`src/rtl/scan_rd_pkg.sv`:
```
package scan_rd_pkg;

    typedef enum logic [2:0] {
        C_NOP, C_ACT, C_RD, C_BST, C_PRE, C_REF
    } cmd_e;

    typedef enum logic [3:0] {
        S_ACT, S_RCD, S_READ, S_BURST, S_BST, S_PRE,
        S_RP, S_REF, S_RFC, S_GRANT, S_RECL
    } state_e;

    typedef struct packed {
        logic cs_n;
        logic ras_n;
        logic cas_n;
        logic we_n;
    } pins_t;

    localparam pins_t PINS_NOP = 4'b0111;

    function automatic pins_t cmd_pins(cmd_e c);
        case (c)
            C_ACT:   return 4'b0011;
            C_RD:    return 4'b0101;
            C_BST:   return 4'b0110;
            C_PRE:   return 4'b0010;
            C_REF:   return 4'b0001;
            default: return PINS_NOP;
        endcase
    endfunction

    // cycles from one line's ACTIVATE to the next one's
    function automatic int line_cycles(int w, int rcd, int rp, int rfc, int nref);
        return rcd + w + 1 + rp + nref * rfc;
    endfunction

endpackage

```
`src/rtl/scan_rd_fsm.sv`:
```
module scan_rd_fsm
    import scan_rd_pkg::*;
#(
    parameter int ACTIVE_W    = 800,
    parameter int VIS_LINES   = 480,
    parameter int BLANK_LINES = 100,
    parameter int T_RCD       = 2,
    parameter int T_RP        = 2,
    parameter int T_RFC       = 7,
    parameter int N_REF       = 4,
    parameter int ADDR_W      = 13,
    parameter int BANK_W      = 2,
    localparam int PG_W       = BANK_W + ADDR_W,
    localparam int LINE_W     = $clog2(VIS_LINES + 1)
) (
    input  logic              clk,
    input  logic              rst,
    input  logic [PG_W-1:0]   base_row,
    input  logic              wr_ack,
    output cmd_e              cmd,
    output logic [ADDR_W-1:0] row,
    output logic [BANK_W-1:0] bank,
    output logic              grant,
    output logic              dqm,
    output logic              frame_start,
    output logic [LINE_W-1:0] line_no
);

    localparam int LINE_CYC  = line_cycles(ACTIVE_W, T_RCD, T_RP, T_RFC, N_REF);
    localparam int BLANK_CYC = BLANK_LINES * LINE_CYC;
    localparam int CNT_W     = $clog2(BLANK_CYC + 1);
    localparam int REF_W     = (N_REF > 1) ? $clog2(N_REF) : 1;

    state_e            st;
    logic [CNT_W-1:0]  cnt;
    logic [REF_W-1:0]  ref_n;
    logic [LINE_W-1:0] line;
    logic [PG_W-1:0]   base_q;
    logic [PG_W-1:0]   cur_pg;

    initial begin
        if (T_RCD < 2 || T_RP < 2 || T_RFC < 2 || ACTIVE_W < 2 || N_REF < 1 ||
            VIS_LINES < 1 || BLANK_LINES < 1)
            $error("scan_rd_fsm: parameter out of range");
    end

    always_ff @(posedge clk) begin
        if (rst) begin
            st     <= S_ACT;
            cnt    <= '0;
            ref_n  <= '0;
            line   <= '0;
            base_q <= base_row;
        end else begin
            case (st)
                S_ACT: begin
                    st  <= S_RCD;
                    cnt <= CNT_W'(T_RCD - 2);
                end
                S_RCD: begin
                    if (cnt == '0) st <= S_READ;
                    else cnt <= cnt - 1'b1;
                end
                S_READ: begin
                    st  <= S_BURST;
                    cnt <= CNT_W'(ACTIVE_W - 2);
                end
                S_BURST: begin
                    if (cnt == '0) st <= S_BST;
                    else cnt <= cnt - 1'b1;
                end
                S_BST: st <= S_PRE;
                S_PRE: begin
                    st  <= S_RP;
                    cnt <= CNT_W'(T_RP - 2);
                end
                S_RP: begin
                    if (cnt == '0) begin
                        st    <= S_REF;
                        ref_n <= '0;
                    end else begin
                        cnt <= cnt - 1'b1;
                    end
                end
                S_REF: begin
                    st  <= S_RFC;
                    cnt <= CNT_W'(T_RFC - 2);
                end
                S_RFC: begin
                    if (cnt != '0) begin
                        cnt <= cnt - 1'b1;
                    end else if (ref_n != REF_W'(N_REF - 1)) begin
                        st    <= S_REF;
                        ref_n <= ref_n + 1'b1;
                    end else if (line == LINE_W'(VIS_LINES - 1)) begin
                        st   <= S_GRANT;
                        line <= LINE_W'(VIS_LINES);
                        cnt  <= CNT_W'(BLANK_CYC - 1);
                    end else begin
                        st   <= S_ACT;
                        line <= line + 1'b1;
                    end
                end
                S_GRANT: begin
                    if (cnt == '0) st <= S_RECL;
                    else cnt <= cnt - 1'b1;
                end
                S_RECL: begin
                    if (!wr_ack) begin
                        st     <= S_ACT;
                        line   <= '0;
                        base_q <= base_row;
                    end
                end
                default: st <= S_ACT;
            endcase
        end
    end

    always_comb begin
        cmd = C_NOP;
        if (!rst) begin
            case (st)
                S_ACT:   cmd = C_ACT;
                S_READ:  cmd = C_RD;
                S_BST:   cmd = C_BST;
                S_PRE:   cmd = C_PRE;
                S_REF:   cmd = C_REF;
                default: cmd = C_NOP;
            endcase
        end
    end

    assign cur_pg      = base_q + PG_W'(line);
    assign row         = cur_pg[ADDR_W-1:0];
    assign bank        = cur_pg[PG_W-1:ADDR_W];
    assign grant       = !rst && (st == S_GRANT);
    assign dqm         = rst || (st == S_GRANT) || (st == S_RECL);
    assign frame_start = !rst && (st == S_ACT) && (line == '0);
    assign line_no     = line;

    a_r4_stop_then_close: assert property (@(posedge clk) disable iff (rst)
        (cmd == C_BST) |=> (cmd == C_PRE));

    a_r9_hold_while_ack: assert property (@(posedge clk) disable iff (rst)
        ((st == S_RECL) && wr_ack) |=> ((cmd == C_NOP) && !grant));

    a_r5_refresh_after_stop: assert property (@(posedge clk) disable iff (rst)
        (cmd == C_REF) |-> (line < LINE_W'(VIS_LINES)));

endmodule

```
`src/rtl/scan_rd_den.sv`:
```
module scan_rd_den #(
    parameter int ACTIVE_W = 800,
    parameter int CAS_LAT  = 2,
    localparam int W_W     = $clog2(ACTIVE_W + 1)
) (
    input  logic clk,
    input  logic rst,
    input  logic rd_pulse,
    output logic den
);

    logic [CAS_LAT-1:0] lat_sr;
    logic [W_W-1:0]     run;

    generate
        if (CAS_LAT == 1) begin : g_lat1
            always_ff @(posedge clk) begin
                if (rst) lat_sr <= '0;
                else     lat_sr <= rd_pulse;
            end
        end else begin : g_latn
            always_ff @(posedge clk) begin
                if (rst) lat_sr <= '0;
                else     lat_sr <= {lat_sr[CAS_LAT-2:0], rd_pulse};
            end
        end
    endgenerate

    always_ff @(posedge clk) begin
        if (rst) begin
            run <= '0;
        end else if (lat_sr[CAS_LAT-1]) begin
            run <= W_W'(ACTIVE_W - 1);
        end else if (run != '0) begin
            run <= run - 1'b1;
        end
    end

    assign den = lat_sr[CAS_LAT-1] || (run != '0);

    a_r3_no_retrigger: assert property (@(posedge clk) disable iff (rst)
        lat_sr[CAS_LAT-1] |-> (run == '0));

endmodule

```
`src/rtl/scan_rd_enc.sv`:
```
module scan_rd_enc
    import scan_rd_pkg::*;
#(
    parameter int ADDR_W = 13,
    parameter int BANK_W = 2,
    localparam int AP_BIT = 10
) (
    input  cmd_e              cmd,
    input  logic [ADDR_W-1:0] row,
    input  logic [BANK_W-1:0] bank,
    output pins_t             pins,
    output logic [ADDR_W-1:0] addr,
    output logic [BANK_W-1:0] ba
);

    initial begin
        if (ADDR_W <= AP_BIT) $error("scan_rd_enc: address too narrow for bit 10");
    end

    always_comb begin
        pins = cmd_pins(cmd);
        addr = '0;
        ba   = '0;
        case (cmd)
            C_ACT: begin
                addr = row;
                ba   = bank;
            end
            C_RD: begin
                ba = bank;
            end
            C_PRE: begin
                addr[AP_BIT] = 1'b1;
                ba           = bank;
            end
            default: ;
        endcase
    end

endmodule

```
`src/rtl/scan_rd_seq.sv`:
```
module scan_rd_seq
    import scan_rd_pkg::*;
#(
    parameter int ACTIVE_W    = 800,
    parameter int VIS_LINES   = 480,
    parameter int BLANK_LINES = 100,
    parameter int CAS_LAT     = 2,
    parameter int T_RCD       = 2,
    parameter int T_RP        = 2,
    parameter int T_RFC       = 7,
    parameter int N_REF       = 4,
    parameter int ADDR_W      = 13,
    parameter int BANK_W      = 2,
    localparam int PG_W       = BANK_W + ADDR_W,
    localparam int LINE_W     = $clog2(VIS_LINES + 1)
) (
    input  logic              clk,
    input  logic              rst,
    input  logic [PG_W-1:0]   base_row,
    input  logic              wr_ack,
    output logic              sd_cke,
    output logic              sd_cs_n,
    output logic              sd_ras_n,
    output logic              sd_cas_n,
    output logic              sd_we_n,
    output logic              sd_dqm,
    output logic [ADDR_W-1:0] sd_addr,
    output logic [BANK_W-1:0] sd_ba,
    output logic              pnl_den,
    output logic              wr_grant,
    output logic              frame_start,
    output logic [LINE_W-1:0] line_no
);

    cmd_e              cmd;
    logic [ADDR_W-1:0] row;
    logic [BANK_W-1:0] bank;
    pins_t             pins;

    scan_rd_fsm #(
        .ACTIVE_W(ACTIVE_W), .VIS_LINES(VIS_LINES), .BLANK_LINES(BLANK_LINES),
        .T_RCD(T_RCD), .T_RP(T_RP), .T_RFC(T_RFC), .N_REF(N_REF),
        .ADDR_W(ADDR_W), .BANK_W(BANK_W)
    ) u_fsm (
        .clk(clk), .rst(rst), .base_row(base_row), .wr_ack(wr_ack),
        .cmd(cmd), .row(row), .bank(bank), .grant(wr_grant), .dqm(sd_dqm),
        .frame_start(frame_start), .line_no(line_no)
    );

    scan_rd_den #(.ACTIVE_W(ACTIVE_W), .CAS_LAT(CAS_LAT)) u_den (
        .clk(clk), .rst(rst), .rd_pulse(cmd == C_RD), .den(pnl_den)
    );

    scan_rd_enc #(.ADDR_W(ADDR_W), .BANK_W(BANK_W)) u_enc (
        .cmd(cmd), .row(row), .bank(bank), .pins(pins), .addr(sd_addr), .ba(sd_ba)
    );

    assign sd_cke   = 1'b1;
    assign sd_cs_n  = pins.cs_n;
    assign sd_ras_n = pins.ras_n;
    assign sd_cas_n = pins.cas_n;
    assign sd_we_n  = pins.we_n;

    // window counters used only by the assertions below
    localparam int RUN_W = $clog2(ACTIVE_W + 1) + 1;
    logic [3:0]       rd_age;
    logic [RUN_W-1:0] den_run;
    logic             pin_rd;
    assign pin_rd = ({sd_cs_n, sd_ras_n, sd_cas_n, sd_we_n} == 4'b0101);

    always_ff @(posedge clk) begin
        if (rst) begin
            rd_age  <= 4'hF;
            den_run <= '0;
        end else begin
            if (pin_rd)              rd_age <= '0;
            else if (rd_age != 4'hF) rd_age <= rd_age + 1'b1;
            den_run <= pnl_den ? den_run + 1'b1 : '0;
        end
    end

    a_r3_den_after_read: assert property (@(posedge clk) disable iff (rst)
        $rose(pnl_den) |-> (rd_age == 4'(CAS_LAT - 1)));

    a_r3_den_width: assert property (@(posedge clk) disable iff (rst)
        $fell(pnl_den) |-> (den_run == RUN_W'(ACTIVE_W)));

    a_r8_window_quiet: assert property (@(posedge clk) disable iff (rst)
        wr_grant |-> ({sd_cs_n, sd_ras_n, sd_cas_n, sd_we_n} == 4'b0111) && sd_dqm && !pnl_den);

    a_r10_frame_on_act: assert property (@(posedge clk) disable iff (rst)
        frame_start |-> (line_no == '0) && ({sd_cs_n, sd_ras_n, sd_cas_n, sd_we_n} == 4'b0011));

    a_r1_cke_high: assert property (@(posedge clk) sd_cke);

endmodule

```
`config.mk`:
```
export PLATFORM = sky130hd
export DESIGN_NAME = scan_rd_seq
export DESIGN_NICKNAME = d
export VERILOG_FILES = /design/src/rtl/scan_rd_pkg.sv /design/src/rtl/scan_rd_fsm.sv /design/src/rtl/scan_rd_den.sv /design/src/rtl/scan_rd_enc.sv /design/src/rtl/scan_rd_seq.sv
export SDC_FILE = /design/constraint.sdc
export NUM_CORES = 1
export LEC_CHECK = 0
export BUFFER_PORTS_ARGS = -buffer_cell sky130_fd_sc_hd__buf_4
export CAP_MARGIN = 20
export CORE_MARGIN = 8
export CORE_UTILIZATION = 55
export CTS_BUF_LIST = sky130_fd_sc_hd__clkbuf_16
export DETAILED_ROUTE_END_ITERATION = 6
export GPL_TIMING_DRIVEN = 0
export PLACE_DENSITY = 0.77
export SETUP_SLACK_MARGIN = 0.2
export SLEW_MARGIN = 20
export SYNTH_ARGS = -nofsm -noshare
export SYNTH_HDL_FRONTEND = slang
export SYNTH_SLANG_ARGS = --single-unit
```
`constraint.sdc`:
```
create_clock -name clk -period 7.7 [get_ports clk]
set_clock_uncertainty 0.2 [all_clocks]
set_input_delay 0.385 -clock clk [delete_from_list [all_inputs] [get_ports clk]]
set_output_delay 0.385 -clock clk [all_outputs]
set_load 0.005 [all_outputs]
```
* Word level (Yosys, flattened, before mapping)
Cells that the tools add are included.
Word-level totals: register bits after elaboration 59, output and inout port bits 33
Operators by class: equality and inequality tests 29, mux-type cells 35, reduce and logical (&&, ||, !) cells 26, add/sub/neg operators 5
Operators by type and width (count):
- 17-bit one-hot mux with 5 select lines | 1
- 17-bit 2-to-1 mux | 4
- 15-bit 2-to-1 mux | 3
- 4-bit one-hot mux with 11 select lines | 1
- 9-bit 2-to-1 mux | 4
- 4-bit 2-to-1 mux | 8
- 10-bit 2-to-1 mux | 3
- 3-bit one-hot mux with 5 select lines | 2
- 9-bit one-hot mux with 2 select lines | 1
- 17-bit logical NOT | 1
- 17-bit nonzero test | 1
- 17-bit by 1-bit subtractor with 17-bit output (second input constant) | 1
- 4-bit by 3-bit == test with 1-bit output (second input constant) | 4
- 15-bit by 9-bit adder with 15-bit output | 1
- 4-bit == test (second input constant) | 3
- 2-bit != test (second input constant) | 6
- 4-bit AND reduction | 3
- 2-bit 2-to-1 mux | 5
- 2-bit by 1-bit != test with 1-bit output (second input constant) | 5
- 10-bit nonzero test | 1
- 10-bit by 1-bit subtractor with 10-bit output (second input constant) | 1
- 9-bit by 1-bit adder with 9-bit output (second input constant) | 1
- 9-bit == test (second input constant) | 1
- 9-bit logical NOT | 1
- other kinds (22) | 33

* Longest topological paths before layout
depth in word-level cells 6, gate-level depth with buffers 9

* By module
A second synthesis with hierarchy kept.
Second synthesis, totals: cells, all modules 468, area total of the unflattened synthesis 3903.7 µm²
Modules (own cells, without submodules):
- scan_rd_fsm | times used 1, cells an instance 363, seq. area each 1091.0 µm², area each 3026.7 µm²
- scan_rd_den | times used 1, cells an instance 71, seq. area each 240.2 µm², area each 630.6 µm²
- scan_rd_enc | times used 1, cells an instance 31, seq. area each 0.0 µm², area each 222.7 µm²
- scan_rd_seq | times used 1, cells an instance 3, seq. area each 0.0 µm², area each 23.8 µm²

* Worst setup path after synthesis
OpenSTA, ideal clock, no wires.
path kind flip-flop to output port, start reg u_fsm.line[0] (netlist: u_fsm.line_no[0]), end out sd_ba[1], setup slack 4.942 ns, cell stages (with the launch flop) 10, arrival 2.173 ns, path buffers 0, data required time 7.115 ns, path through dfxtp_1 ha_1 inv_1 fa_1 nor2b_1 o21ai_0 a21bo_2 a21boi_0 nor3_1 a211o_1
On the way: word-level cells in the longest chain between the ends 2
RTL lines:
- start, declared | line scan_rd_fsm.sv:37 | logic [LINE_W-1:0] line;
- start signal, assigned | line scan_rd_fsm.sv:97 | line <= LINE_W'(VIS_LINES);
- start signal, assigned | line scan_rd_fsm.sv:101 | line <= line + 1'b1;
- 15-bit by 9-bit adder with 15-bit output | line scan_rd_fsm.sv:134 | assign cur_pg = base_q + PG_W'(line);
- 2-bit 2-to-1 mux | line scan_rd_enc.sv:24 | case (cmd)
- end, declared | line scan_rd_seq.sv:28 | output logic [BANK_W-1:0] sd_ba,
No other way between the ends.

* Worst setup path in the final report
Ends and elaborated chain as after synthesis.

==> impl_metrics.tcl <==
set metrics [dict create \
    status "complete, no violations" \
    yosys_register_bits 59 \
    setup_tns_ns 0 \
    grt_pass1_vias 3610 \
    cts_post_setup_buffers_inserted 0 \
    syn_area_per_cell_um2 8.13 \
    final_cell_mix "56 x sky130_fd_sc_hd__nor2_1, 49 x sky130_fd_sc_hd__buf_4, 44 x sky130_fd_sc_hd__dfxtp_1, 39 x sky130_fd_sc_hd__a21oi_1, 35 x sky130_fd_sc_hd__nand2_1" \
    synth_top_cells_by_area "sky130_fd_sc_hd__dfxtp_1 23%, sky130_fd_sc_hd__edfxtp_1 12%, sky130_fd_sc_hd__nor2_1 5.5%" \
    critical_path.endpoint_type "output port" \
    post_cts_resized 0 \
    setup_viol 0 \
    power_leakage_nw 1.85 \
    synthSimpleGateAreaFrac 0.270 \
    die_y_um 99.6 \
    grt_setup_unrepaired "no" \
    synth_largest_type_area_fraction 0.229 \
    global_route_wire_length_before_repair_mm 17.4 \
    syn_nets 507 \
    synth_top_family_by_area "simple AND/OR/NAND/NOR gates" \
    cts-hold-fix-buffers 0 \
    arrival_time_at_the_worst_endpoint_ns 3.11 \
    postSynthCellCount 473 \
    power_frac_seq 0.272 \
    largest_net_degree_at_the_start_of_global_routing 14 \
    post_synth_design_cell_area_um2 3840 \
    n_antenna_cell 0 \
    drt-pass1-iter-count 5 \
    power.combinational.fraction 0.506 \
    finalWirelength_mm 10.4 \
    design.portCount 51 \
    most_frequent_standard_cell_in_the_layout_excluding_fill_and_tap_cells "sky130_fd_sc_hd__nor2_1" \
    switchingPower_mw 0.740 \
    number_of_failing_hold_endpoints_at_the_final_stage 0 \
    dominantRegCellSynth "sky130_fd_sc_hd__dfxtp_1" \
    grt_antenna_before_repair 0 \
    power_frac_clock 0.223 \
    clock_insertion_delay_at_the_later_pin_of_the_skew_report_ns 0.33 \
    cts-root-buf "sky130_fd_sc_hd__clkbuf_16" \
    number_of_nets_in_the_final_layout 566 \
    flow.area_growth_from_synthesis_pct 20.2 \
    place.detailed.hpwl_mm 7.49 \
    total_via_count_after_detailed_routing 3871 \
    ys_async_sr_fraction 0 \
    synth_adder_area_share 0.0540 \
    via_per_inst 6.12 \
    antenna_violating_nets_post_route 0 \
    power.switching_fraction 0.431 \
    intPower_mw 0.978 \
    maximum_clock_frequency_mhz 271 \
    yosysWarnings 0 \
    cts_tree "done" \
    gp_routability_congestion 0.952 \
    worstPathRequired_ns 7.11 \
    clk_transition_reported_paths_ns 0.05 \
    cts.path.max_buffers 2 \
    relSlewSlack 0.252 \
    first_iter_violations 265 \
    vdd_drop_max_mv 0.193 \
    layout-drive-gt1-share 0.155 \
    grt.overflow.total 0 \
    core.rowCount 30 \
    synth-seq-area-share 0.346 \
    synthXorXnorAreaFrac 0.0387 \
    ys_types 66 \
    synth.largest_area_cell "sky130_fd_sc_hd__dfxtp_1" \
    die_area_um2 9920 \
    report.final.slew_viol_count 0 \
    hold_path_class "input pin to flip-flop" \
    grt.total_usage 0.213 \
    synth_enable_flop_cells 15 \
    share_of_the_cycle_needed_by_the_critical_path_after_routing 0.480 \
    whs_ns 0.0320 \
    worst_pin_slew_ns 1.12 \
    power.density_nw_per_um2 372 \
    coreArea_um2 6790 \
    timing.critical_path.from_type "flip-flop" \
    numClockSinks 59 \
    cts-htree-levels 3 \
    floorplan.initialDensity 0.566 \
    cts-buffers-inserted 9 \
    dieWidth_um 99.6 \
    fraction_of_the_mapped_netlist_area_in_compound_gates 0.238 \
    worstSetupPathType "flip-flop to output port" \
    finalWorstPathRequiredPeriod_ns 3.70 \
    placement.io_buffers 47 \
    routedWlPerCell_um 16.4 \
    remaining_drc_errors 0 \
    cap_viol_max_count 0 \
    multiplexer_share_of_the_synthesized_area 0.0104 \
    worstPathMaxFanout 7 \
]
==> power by group through the flow <==
stage | registers, mW | clock network [mW] | logic (mW)
finish | 0.466 | 0.383 | 0.868
global route | 0.477 | 0.403 | 0.967
CTS | 0.465 | 0.389 | 0.857
detailed placement | 0.470 | 0 | 0.850
global placement | 0.466 | 0 | 0.829
floorplan | 0.451 | 0 | 0.650
==> cell usage after synthesis (all sizes together), types with 12 or more instances <==
master	number
ha	15
nor2	56
nand2	35
edfxtp	15
nand3	12
inv	16
a21oi	39
dfxtp	44
o21ai	33
nor3	31
==> path summary, 6_finish.rpt <==
kind                                        from          endpoint  slack [ns]  cells after the start
worst min-delay path                base_row[10]  u_fsm.base_q[10]        0.03                      1
worst max register to register  u_fsm.line_no[0]      u_fsm.cnt[3]        4.53                      7
worst min register to register   u_den.lat_sr[0]   u_den.lat_sr[1]        0.24                      1
worst max-delay path            u_fsm.line_no[0]          sd_ba[1]        4.00                     10
==> sequential cells by signal, summed over array words and instances (netlist names) <==
signal         cells
u_fsm.ref_n        2
u_den.lat_sr       2
u_den.run         10
u_fsm.line_no      9
u_fsm.base_q      15
u_fsm.st           4
u_fsm.cnt         17
==> per-layer routing <==
| metal | vias up | global-route usage | part of all wire |
|---|---|---|---|
| met5 | - | 0 | 0 |
| met4 | 0 | 0.0780 | 0.016 |
| met3 | 21 | 0.0377 | 0.062 |
| met2 | 135 | 0.341 | 0.48 |
| met1 | 1838 | 0.279 | 0.45 |
| li1 | 1877 | - | - |
==> worst max-delay path, cell delays in order (launching register included) <==
cell and delay [ns]:
sky130_fd_sc_hd__dfxtp_1 0.45, sky130_fd_sc_hd__ha_1 0.24, sky130_fd_sc_hd__inv_1 0.06, sky130_fd_sc_hd__fa_1 0.38, sky130_fd_sc_hd__nor2b_1 0.15, sky130_fd_sc_hd__o21ai_0 0.13, sky130_fd_sc_hd__a21bo_2 0.26, sky130_fd_sc_hd__a21boi_0 0.50
sky130_fd_sc_hd__nor3_1 0.15, sky130_fd_sc_hd__a211o_1 0.32, sky130_fd_sc_hd__buf_4 0.14
==> layout make-up <==
class,instances,area [um^2]
Inverter,16,60.1
Timing Repair Buffer,48,364
Multi-Input combinational cell,376,2360
Clock buffer,10,250
Clock inverter,6,37.5
Tap cell,96,120
Buffer,22,96.3
Sequential cell,59,1330
Fill cell,558,2170
==> through the flow <==
stage | util | instances | setup WS, ns | power (mW) | cell area, um^2
CTS | 0.680 | 633 | 4.01 | 1.71 | 4620
global route | 0.680 | 633 | 3.76 | 1.85 | 4620
global placement | 0.636 | 616 | 4.26 | 1.29 | 4320
finish | 0.680 | 633 | 4.00 | 1.72 | 4620
detailed placement | 0.638 | 617 | 4.36 | 1.32 | 4330
floorplan | - | 473 | 4.94 | 1.10 | 3840
==> cells by family (layout without fill, tap and decap cells) <==
group                    count (synthesis)  in the layout
buffers and inverters                   38            102
XOR/XNOR                                17             17
AND/OR/NAND/NOR                        199            199
other                                    2              2
adder cells (fa/ha/maj)                 16             16
multiplexers                             4              4
AO/OA/AOI/OAI                          138            138
flip-flops                              59             59
Power figures use the tool's default switching activity.
